### config.mk
export PLATFORM = sky130hd
export DESIGN_NAME = sqwave_timer
export DESIGN_NICKNAME = d
export VERILOG_FILES = /design/src/rtl/pit_pkg.sv /design/src/rtl/pit_count_loader.sv /design/src/rtl/pit_sq_core.sv /design/src/rtl/sqwave_timer.sv
export SDC_FILE = /design/constraint.sdc
export NUM_CORES = 1
export LEC_CHECK = 0
export BUFFER_PORTS_ARGS = -buffer_cell sky130_fd_sc_hd__buf_4
export CORE_MARGIN = 4
export CORE_UTILIZATION = 30
export DETAILED_ROUTE_END_ITERATION = 12
export PLACE_DENSITY = 0.51
export RECOVER_POWER = 100
export SYNTH_ARGS = -nofsm -noshare
export SYNTH_HDL_FRONTEND = slang
export SYNTH_SLANG_ARGS = --single-unit
### constraint.sdc
create_clock -name clk -period 2.53 [get_ports clk]
set_clock_uncertainty 0.2 [all_clocks]
set_input_delay 0.3795 -clock clk [delete_from_list [all_inputs] [get_ports clk]]
set_output_delay 0.3795 -clock clk [all_outputs]
set_load 0.005 [all_outputs]
### src/rtl/pit_pkg.sv
// Package: shared definitions for the square-wave timer channel.
// Assumes the count width is a whole multiple of the byte width.
package pit_pkg;
    // Byte width of the software write port.
    localparam int PIT_BYTE_W = 8;
    // Amount removed from the working counter on an ordinary tick.
    localparam int PIT_STEP = 2;
endpackage

### src/rtl/pit_count_loader.sv
// Module: assembles the programmed count from byte writes, low byte first.
// Only the final (most significant) byte commits the full value and raises
// the valid flag. Lower bytes are staged and are not visible before commit.
// Assumes CNT_W / BYTE_W >= 2.
module pit_count_loader #(
    parameter int CNT_W  = 16,
    parameter int BYTE_W = pit_pkg::PIT_BYTE_W
) (
    input  logic              clk,
    input  logic              rst_n,
    input  logic              wr_en,
    input  logic [BYTE_W-1:0] wr_data,
    output logic [CNT_W-1:0]  count_o,
    output logic              valid_o
);
    localparam int NB = CNT_W / BYTE_W;
    localparam int IW = (NB > 1) ? $clog2(NB) : 1;
    localparam int LOW_W = CNT_W - BYTE_W;

    logic [IW-1:0]    idx_q;
    logic [LOW_W-1:0] stage_q;
    logic             last_byte;

    assign last_byte = (idx_q == IW'(NB - 1));

    // Byte pointer: steps on every write and wraps after the top byte.
    always_ff @(posedge clk) begin
        if (!rst_n)          idx_q <= '0;
        else if (wr_en)      idx_q <= last_byte ? '0 : idx_q + IW'(1);
    end

    // Staging of the lower bytes, one register slice per byte position.
    for (genvar b = 0; b < NB - 1; b++) begin : g_stage
        always_ff @(posedge clk) begin
            if (!rst_n)                               stage_q[b*BYTE_W +: BYTE_W] <= '0;
            else if (wr_en && idx_q == IW'(b))        stage_q[b*BYTE_W +: BYTE_W] <= wr_data;
        end
    end

    // Commit: the top byte plus the staged bytes become the programmed count.
    always_ff @(posedge clk) begin
        if (!rst_n) begin
            count_o <= '0;
            valid_o <= 1'b0;
        end else if (wr_en && last_byte) begin
            count_o <= {wr_data, stage_q};
            valid_o <= 1'b1;
        end
    end

    // the top byte write arms the channel.
    p_commit_arms_r2: assert property (@(posedge clk) disable iff (!rst_n)
        (wr_en && last_byte) |=> valid_o);
    // no write of the top byte means the committed count holds.
    p_count_holds_r2: assert property (@(posedge clk) disable iff (!rst_n)
        !(wr_en && last_byte) |=> $stable(count_o));
endmodule

### src/rtl/pit_sq_core.sv
// Module: square-wave counting engine. On an enabled tick it either loads
// the programmed count (first tick after arming or after the gate rises) or
// removes two from the working counter. At expiry it flips the wave and
// reloads. For an odd count one extra unit is taken on the first tick of
// each low half. A zero count is widened to 2**CNT_W.
// Assumes tick is one clock wide.
module pit_sq_core #(
    parameter int CNT_W = 16
) (
    input  logic             clk,
    input  logic             rst_n,
    input  logic             tick,
    input  logic             gate,
    input  logic             valid,
    input  logic [CNT_W-1:0] count,
    output logic             wave_o
);
    localparam int RW = CNT_W + 1;
    localparam logic [RW-1:0] FULL = RW'(1) << CNT_W;

    logic [RW-1:0] cnt_q;
    logic          run_q;
    logic          odd_q;
    logic          first_q;
    logic          out_q;
    logic [RW-1:0] reload_val;
    logic [RW-1:0] dec;
    logic          expire;

    // Reload value: zero stands for the full range.
    assign reload_val = (count == '0) ? FULL : {1'b0, count};

    // Step size: the extra unit is taken on the first tick of an odd low half.
    assign dec    = RW'(pit_pkg::PIT_STEP) + RW'(first_q && odd_q && !out_q);
    assign expire = (cnt_q <= dec);

    // Counter, phase and wave state update.
    always_ff @(posedge clk) begin
        if (!rst_n) begin
            cnt_q   <= '0;
            run_q   <= 1'b0;
            odd_q   <= 1'b0;
            first_q <= 1'b0;
            out_q   <= 1'b0;
        end else if (!gate) begin
            run_q <= 1'b0;
            out_q <= 1'b1;
        end else if (tick) begin
            if (!run_q) begin
                if (valid) begin
                    cnt_q   <= reload_val;
                    odd_q   <= count[0];
                    first_q <= 1'b1;
                    out_q   <= 1'b1;
                    run_q   <= 1'b1;
                end
            end else if (expire) begin
                cnt_q   <= reload_val;
                odd_q   <= count[0];
                first_q <= 1'b1;
                out_q   <= !out_q;
            end else begin
                cnt_q   <= cnt_q - dec;
                first_q <= 1'b0;
            end
        end
    end

    assign wave_o = out_q;

    // a low gate forces the wave high on the next clock.
    p_gate_forces_high_r8: assert property (@(posedge clk) disable iff (!rst_n)
        !gate |=> out_q);
    // with the gate open and no tick, the wave keeps its level.
    p_idle_stable_r7: assert property (@(posedge clk) disable iff (!rst_n)
        (gate && !tick) |=> $stable(out_q));
    // a running counter stays within 1..2**CNT_W.
    p_cnt_range_r6: assert property (@(posedge clk) disable iff (!rst_n)
        run_q |-> (cnt_q != '0 && cnt_q <= FULL));
    // starting to run always begins with the wave high.
    p_start_high_r3: assert property (@(posedge clk) disable iff (!rst_n)
        $rose(run_q) |-> out_q);
    // the channel cannot start before a count was committed.
    p_no_start_unarmed_r1: assert property (@(posedge clk) disable iff (!rst_n)
        !valid |=> !$rose(run_q));
endmodule

### src/rtl/sqwave_timer.sv
// Module: top of the square-wave timer channel. Joins the byte-write count
// loader to the counting engine and exposes the wave and its status copy.
// Assumes synchronous active-low reset and a one-clock-wide tick.
module sqwave_timer #(
    parameter int CNT_W  = 16,
    parameter int BYTE_W = pit_pkg::PIT_BYTE_W
) (
    input  logic              clk,
    input  logic              rst_n,
    input  logic              tick,
    input  logic              wr_en,
    input  logic [BYTE_W-1:0] wr_data,
    input  logic              gate,
    output logic              wave_o,
    output logic              status_o
);
    logic [CNT_W-1:0] prog_count;
    logic             prog_valid;
    logic             wave_int;

    pit_count_loader #(.CNT_W(CNT_W), .BYTE_W(BYTE_W)) u_loader (
        .clk     (clk),
        .rst_n   (rst_n),
        .wr_en   (wr_en),
        .wr_data (wr_data),
        .count_o (prog_count),
        .valid_o (prog_valid)
    );

    pit_sq_core #(.CNT_W(CNT_W)) u_core (
        .clk    (clk),
        .rst_n  (rst_n),
        .tick   (tick),
        .gate   (gate),
        .valid  (prog_valid),
        .count  (prog_count),
        .wave_o (wave_int)
    );

    // the status bit is the wave level itself.
    assign wave_o   = wave_int;
    assign status_o = wave_int;
endmodule

# ---- Word level (Yosys, flattened, before mapping)
# Cells that the tools add are included.
dict set report op_classes {
  add_sub_neg 3
  order_cmp 1
  n_eq_ne 4
  muxes 17
  bitwise 1
  reduce_logical 11
}
# cell n
set op_table {}
lappend op_table {{$mux 17} 4}
lappend op_table {{$le 17x17->1} 1}
lappend op_table {{$sub 17x17->17} 1}
lappend op_table {{$logic_not 16->1} 1}
lappend op_table {{$mux 1} 13}
lappend op_table {{$reduce_and 3->1} 2}
lappend op_table {{$logic_and 1x1->1} 4}
lappend op_table {{$reduce_and 4->1} 1}
lappend op_table {{$add 2x1->3 const A} 1}
lappend op_table {{$ne 3x1->1 const B} 1}
lappend op_table {{$ne 3x3->1 const B} 1}
lappend op_table {{$ne 2x1->1 const B} 1}
lappend op_table {{$ne 2x2->1 const B} 1}
lappend op_table {{$reduce_and 2->1} 1}
lappend op_table {{$reduce_bool 2->1} 1}
lappend op_table {{$add 1x1->1 const B} 1}
lappend op_table {{$logic_not 1->1} 1}
lappend op_table {{$not 1->1} 1}
dict set report totals {
  regBits 47
  in_bits 13
  output_inout_bits 2
  word_cells 46
}

# ---- Depth between registers and ports, before layout
dict set report depth {
  ltp_word 8
  depth_mapped 11
  depth_no_buf 10
}

# ---- By module
# Synthesis repeated with hierarchy kept, for this count alone.
dict set report unflattened {
  cells_unflattened 270
  area_unflattened_um2 2279.7
}
# mod n_inst cells_each area_per_inst_um2 seq_area_each_um2
set modules_own_cells {}
lappend modules_own_cells {pit_sq_core 1 175 1297.5 420.4}
lappend modules_own_cells {pit_count_loader 1 94 974.7 520.5}
lappend modules_own_cells {sqwave_timer 1 1 7.5 0.0}

# ---- Worst setup path after synthesis
# Ideal clock, no wire load.
dict set report synth_timing {
  kind {register -> register}
  start {reg u_core.out_q (netlist: u_core.wave_o)}
  end {reg u_core.cnt_q[12]}
  setup_ns 0.123
  arrival_ns 2.016
  setup_slack_ns 0.191
  path_stages_with_launch 11
  n_path_buf 1
  synth_period_minus_slack_ns 2.339
  path_cell_list {dfxtp_1 inv_1 and3_1 ha_1 inv_1 ha_1 or3_1 clkbuf_1 or4_1 a21oi_1 o22ai_1}
}
dict set report synth_via {
  elab_chain_cells 6
}
# element line_no
set synth_rtl {}
lappend synth_rtl {{start, declared} pit_sq_core.sv:25} ;# logic out_q;
lappend synth_rtl {{start signal, assigned} pit_sq_core.sv:61} ;# out_q <= !out_q;
lappend synth_rtl {{$logic_not 1->1 (*)} pit_sq_core.sv:34} ;# assign dec = RW'(pit_pkg::PIT_STEP) + RW'(first_q && odd_q && !out_q);
lappend synth_rtl {{$logic_and 1x1->1 (*)} pit_sq_core.sv:34}
lappend synth_rtl {{$add 2x1->3 (*)} pit_sq_core.sv:34}
lappend synth_rtl {{$sub 17x17->17 / $le 17x17->1 (equally long branches)} {pit_sq_core.sv:63, pit_sq_core.sv:35}}
lappend synth_rtl {{$mux 17 (*)} pit_sq_core.sv:57} ;# end else if (expire) begin
lappend synth_rtl {{$mux 17 (*)} pit_sq_core.sv:49} ;# if (!run_q) begin
lappend synth_rtl {{end signal, assigned} pit_sq_core.sv:51} ;# cnt_q <= reload_val;
lappend synth_rtl {{end signal, assigned} pit_sq_core.sv:58} ;# cnt_q <= reload_val;
lappend synth_rtl {{end signal, assigned} pit_sq_core.sv:63} ;# cnt_q <= cnt_q - dec;
lappend synth_rtl {{end, declared} pit_sq_core.sv:21} ;# logic [RW-1:0] cnt_q;
# Mark *: on every way between the ends. The rest lies on a longest branch, timed or not.
# A chain may end at the register's enable or synchronous reset.

# ---- Final worst setup path
dict set report layout_timing {
  start {reg u_core.out_q (netlist: u_core.wave_o)}
  end {reg u_core.cnt_q[11]}
}
# Same word-level chain as after synthesis.

==> run metrics <==
status finished clean; 1st-iter DRT viols 150; Hold EP u_core.wave_o; Worst-path clk slew 0.10 ns; syn nets about 320; RSZ-0062 raised after global routing true; Syn-to-layout area delta 14.4%; post-synthesis cell area ~2400 sq um; sequential area share after synthesis 0.396; Root Driver clkbuf_8; PnR worst setup slack approximately 0.17 ns; Worst IR Drop VDD roughly 0.28 mV; Slew @ Worst Pin around 0.83 ns; die height 97.0 um; Critical Path End Type flop; ys async rst share 0; antenna fix cells 0; CTS tree yes; CP Class reg -> reg; share of post-route cells with drive strength above 1 0.163; reg2reg start u_core.wave_o; drt wl/cell approximately 15 um; Period minus WS final 2.36 ns; IO Pins 15; worst reg2reg path depth 9; vias per inst 5.17; final period utilization 0.932; cell count after placement 407; syn avg cell area approximately 8 sq um; Core ar. between 7000 and 8000 sq um; Post-synth EDFFs 0; first-pass GRT wire length around 11 mm; Routed WL 6.29 mm; Post-Synthesis Cells 300; Post-CTS Hold Buffers 0; max-slew violations 0; PortBufs 14; DP HPWL about 4.6 mm; YS warnings 0; nets between 300 and 400; Worst setup SP type flop; commonest non-fill, non-tap cell in the layout nand2_1; Fin. Hold Viols 0; Worst Path Arrival about 2.4 ns; number of distinct library cells after synthesis 58; Worst R2R End u_core.cnt_q[11]; Num CTS Buffers 5; Vias around 2,100; GRT Util Overall 0.138; Die Width a little under 100 um; WP data required 2.53 ns; setup violators final 0; Lkg Pwr 0.970 nW; drt first pass iters 4; Longest Clk Path Bufs 2; # Max-Cap Violations 0; flop2flop setup slack 0.17 ns; Layout Cells excl Fill 415; largest net degree at the start of global routing 26; CTS H-tree lvls 2; initial antenna violation count 0; Crit Path Max Fanout 11; GPL Wtd Cong roughly 0.79; FMAX about 420 MHz; vias in the first global route 2,047; final antenna-violating net count 0; commonest non-fill, non-tap cells in the layout nand2_1, dfxtp_1, a21oi_1; clock latency on the worst-skew pair between 0.3 and 0.4 ns; clock sinks 47; ys flop type dfxtp_1; P per Cell Area ~520 nW/um^2; worst min path class in -> reg; Slew Limit Headroom 0.447; drt drc 0; # rows 32; initial cell density of the core 0.308; Hold Crit Start gate; grt ovf 0; register bit total from synthesis 47; Hold Path Depth 2; Die Outline Area 9420 sq um; pre-CTS WS 0.106 ns
[worst max-delay path, cell delays in order (launching register included)]
cell	delay, ns
dfxtp_2	0.36
inv_1	0.05
and3_1	0.19
ha_1	0.19
nand2b_1	0.21
o211ai_2	0.31
o21a_1	0.17
buf_4	0.19
nor3_1	0.10
a2111oi_2	0.26
[per-layer routing]
metal	share of wire	vias to the layer above	global-route usage
li1	-	1113	-
met1	0.52	981	0.200
met2	0.43	40	0.208
met3	0.031	11	0.0260
met4	0.016	0	0.0410
met5	0	-	0
[per-stage QoR]
stage | utilization | instance area, sq um | TNS [ns] | hold WS [ns] | power, mW
final | 0.352 | 2720 | 0 | 0.0914 | 1.42
after floorplan | - | 2380 | 0 | 0.232 | 0.895
after CTS | 0.351 | 2710 | 0 | 0.0964 | 1.43
after detailed placement | 0.339 | 2620 | 0 | 0.243 | 0.952
after global routing | 0.352 | 2720 | -0.0000746 | 0.0934 | 1.49
after global placement | 0.339 | 2620 | 0 | 0.243 | 0.952
[power breakdown]
| group | internal (mW) | switching [mW] | total (mW) |
|---|---|---|---|
| sequential | 0.761 | 0.0190 | 0.780 |
| combinational | 0.0625 | 0.0947 | 0.157 |
| clock | 0.199 | 0.284 | 0.483 |
| total | 1.02 | 0.398 | 1.42 |
[Yosys cell counts (2+ instances only)]
library cell  instances  area share
o211ai_1              3      0.0095
or2_2                 2      0.0053
inv_1                10       0.016
dfxtp_1              47        0.40
clkbuf_1             14       0.022
a21oi_1              36       0.076
nor2_1               13       0.021
o2111ai_1             2      0.0074
o31a_1                2      0.0074
ha_1                  3       0.016
a21o_1                2      0.0063
or4_1                 2      0.0063
mux2i_1               4       0.017
a31oi_1               3      0.0079
o41ai_1               2      0.0074
nor4_4                2       0.018
o21a_1                2      0.0063
o22ai_1               2      0.0053
and3_1                2      0.0053
nand3_1               5       0.011
nor2b_1               2      0.0053
buf_2                 2      0.0042
nand2_1              63       0.099
nand4_1               8       0.021
nor3_1                7       0.015
buf_4                 2      0.0063
o21ai_0              13       0.027
nor4_1                8       0.021
buf_1                 2      0.0032
o311ai_0              2      0.0074
a311oi_1              2      0.0074
a32oi_1               2      0.0074
nand2b_1              3      0.0079
or3_1                 2      0.0053
[logic make-up after synthesis]
logic type               count (synthesis)  synth area share
buffers and inverters                   32            0.0579
AND/OR/NAND/NOR                        126             0.272
AO/OA/AOI/OAI                           86             0.233
flip-flops                              47             0.396
adder cells (fa/ha/maj)                  3            0.0158
multiplexers                             5            0.0216
XOR/XNOR                                 1           0.00368
[flip-flops by register name, indices dropped and copies added, names as in the netlist]
register	count
u_core.first_q	1
u_loader.stage_q	8
u_loader.count_o	16
u_core.run_q	1
u_core.odd_q	1
u_loader.valid_o	1
u_core.cnt_q	17
u_loader.idx_q	1
u_core.wave_o	1
[worst max-delay path by stage]
stage	startpoint	to	slack, ns
floorplan	u_core.wave_o	u_core.cnt_q[12]	0.19
global placement	u_core.wave_o	u_core.cnt_q[16]	0.14
detailed placement	u_core.wave_o	u_core.cnt_q[16]	0.11
CTS	u_core.wave_o	u_core.cnt_q[16]	0.09
global route	u_core.wave_o	u_core.cnt_q[8]	-0.00007
finish	u_core.wave_o	u_core.cnt_q[11]	0.17
[area by class of cell]
class                      count  area (sq um)
clock buffer                   5          68.8
clock inverter                 3          22.5
fill                         821          5010
inverter                      11          41.3
multi-input combinational    221          1310
sequential                    47           942
tap                          102           128
timing repair buffer          26           208
[what timing repair did]
item                       in CTS  in global routing
setup endpoints to repair       0                  9
setup buffers                   0                  0
gates resized for setup         0                  4
Note: power is estimated with default switching activity, not from simulation.
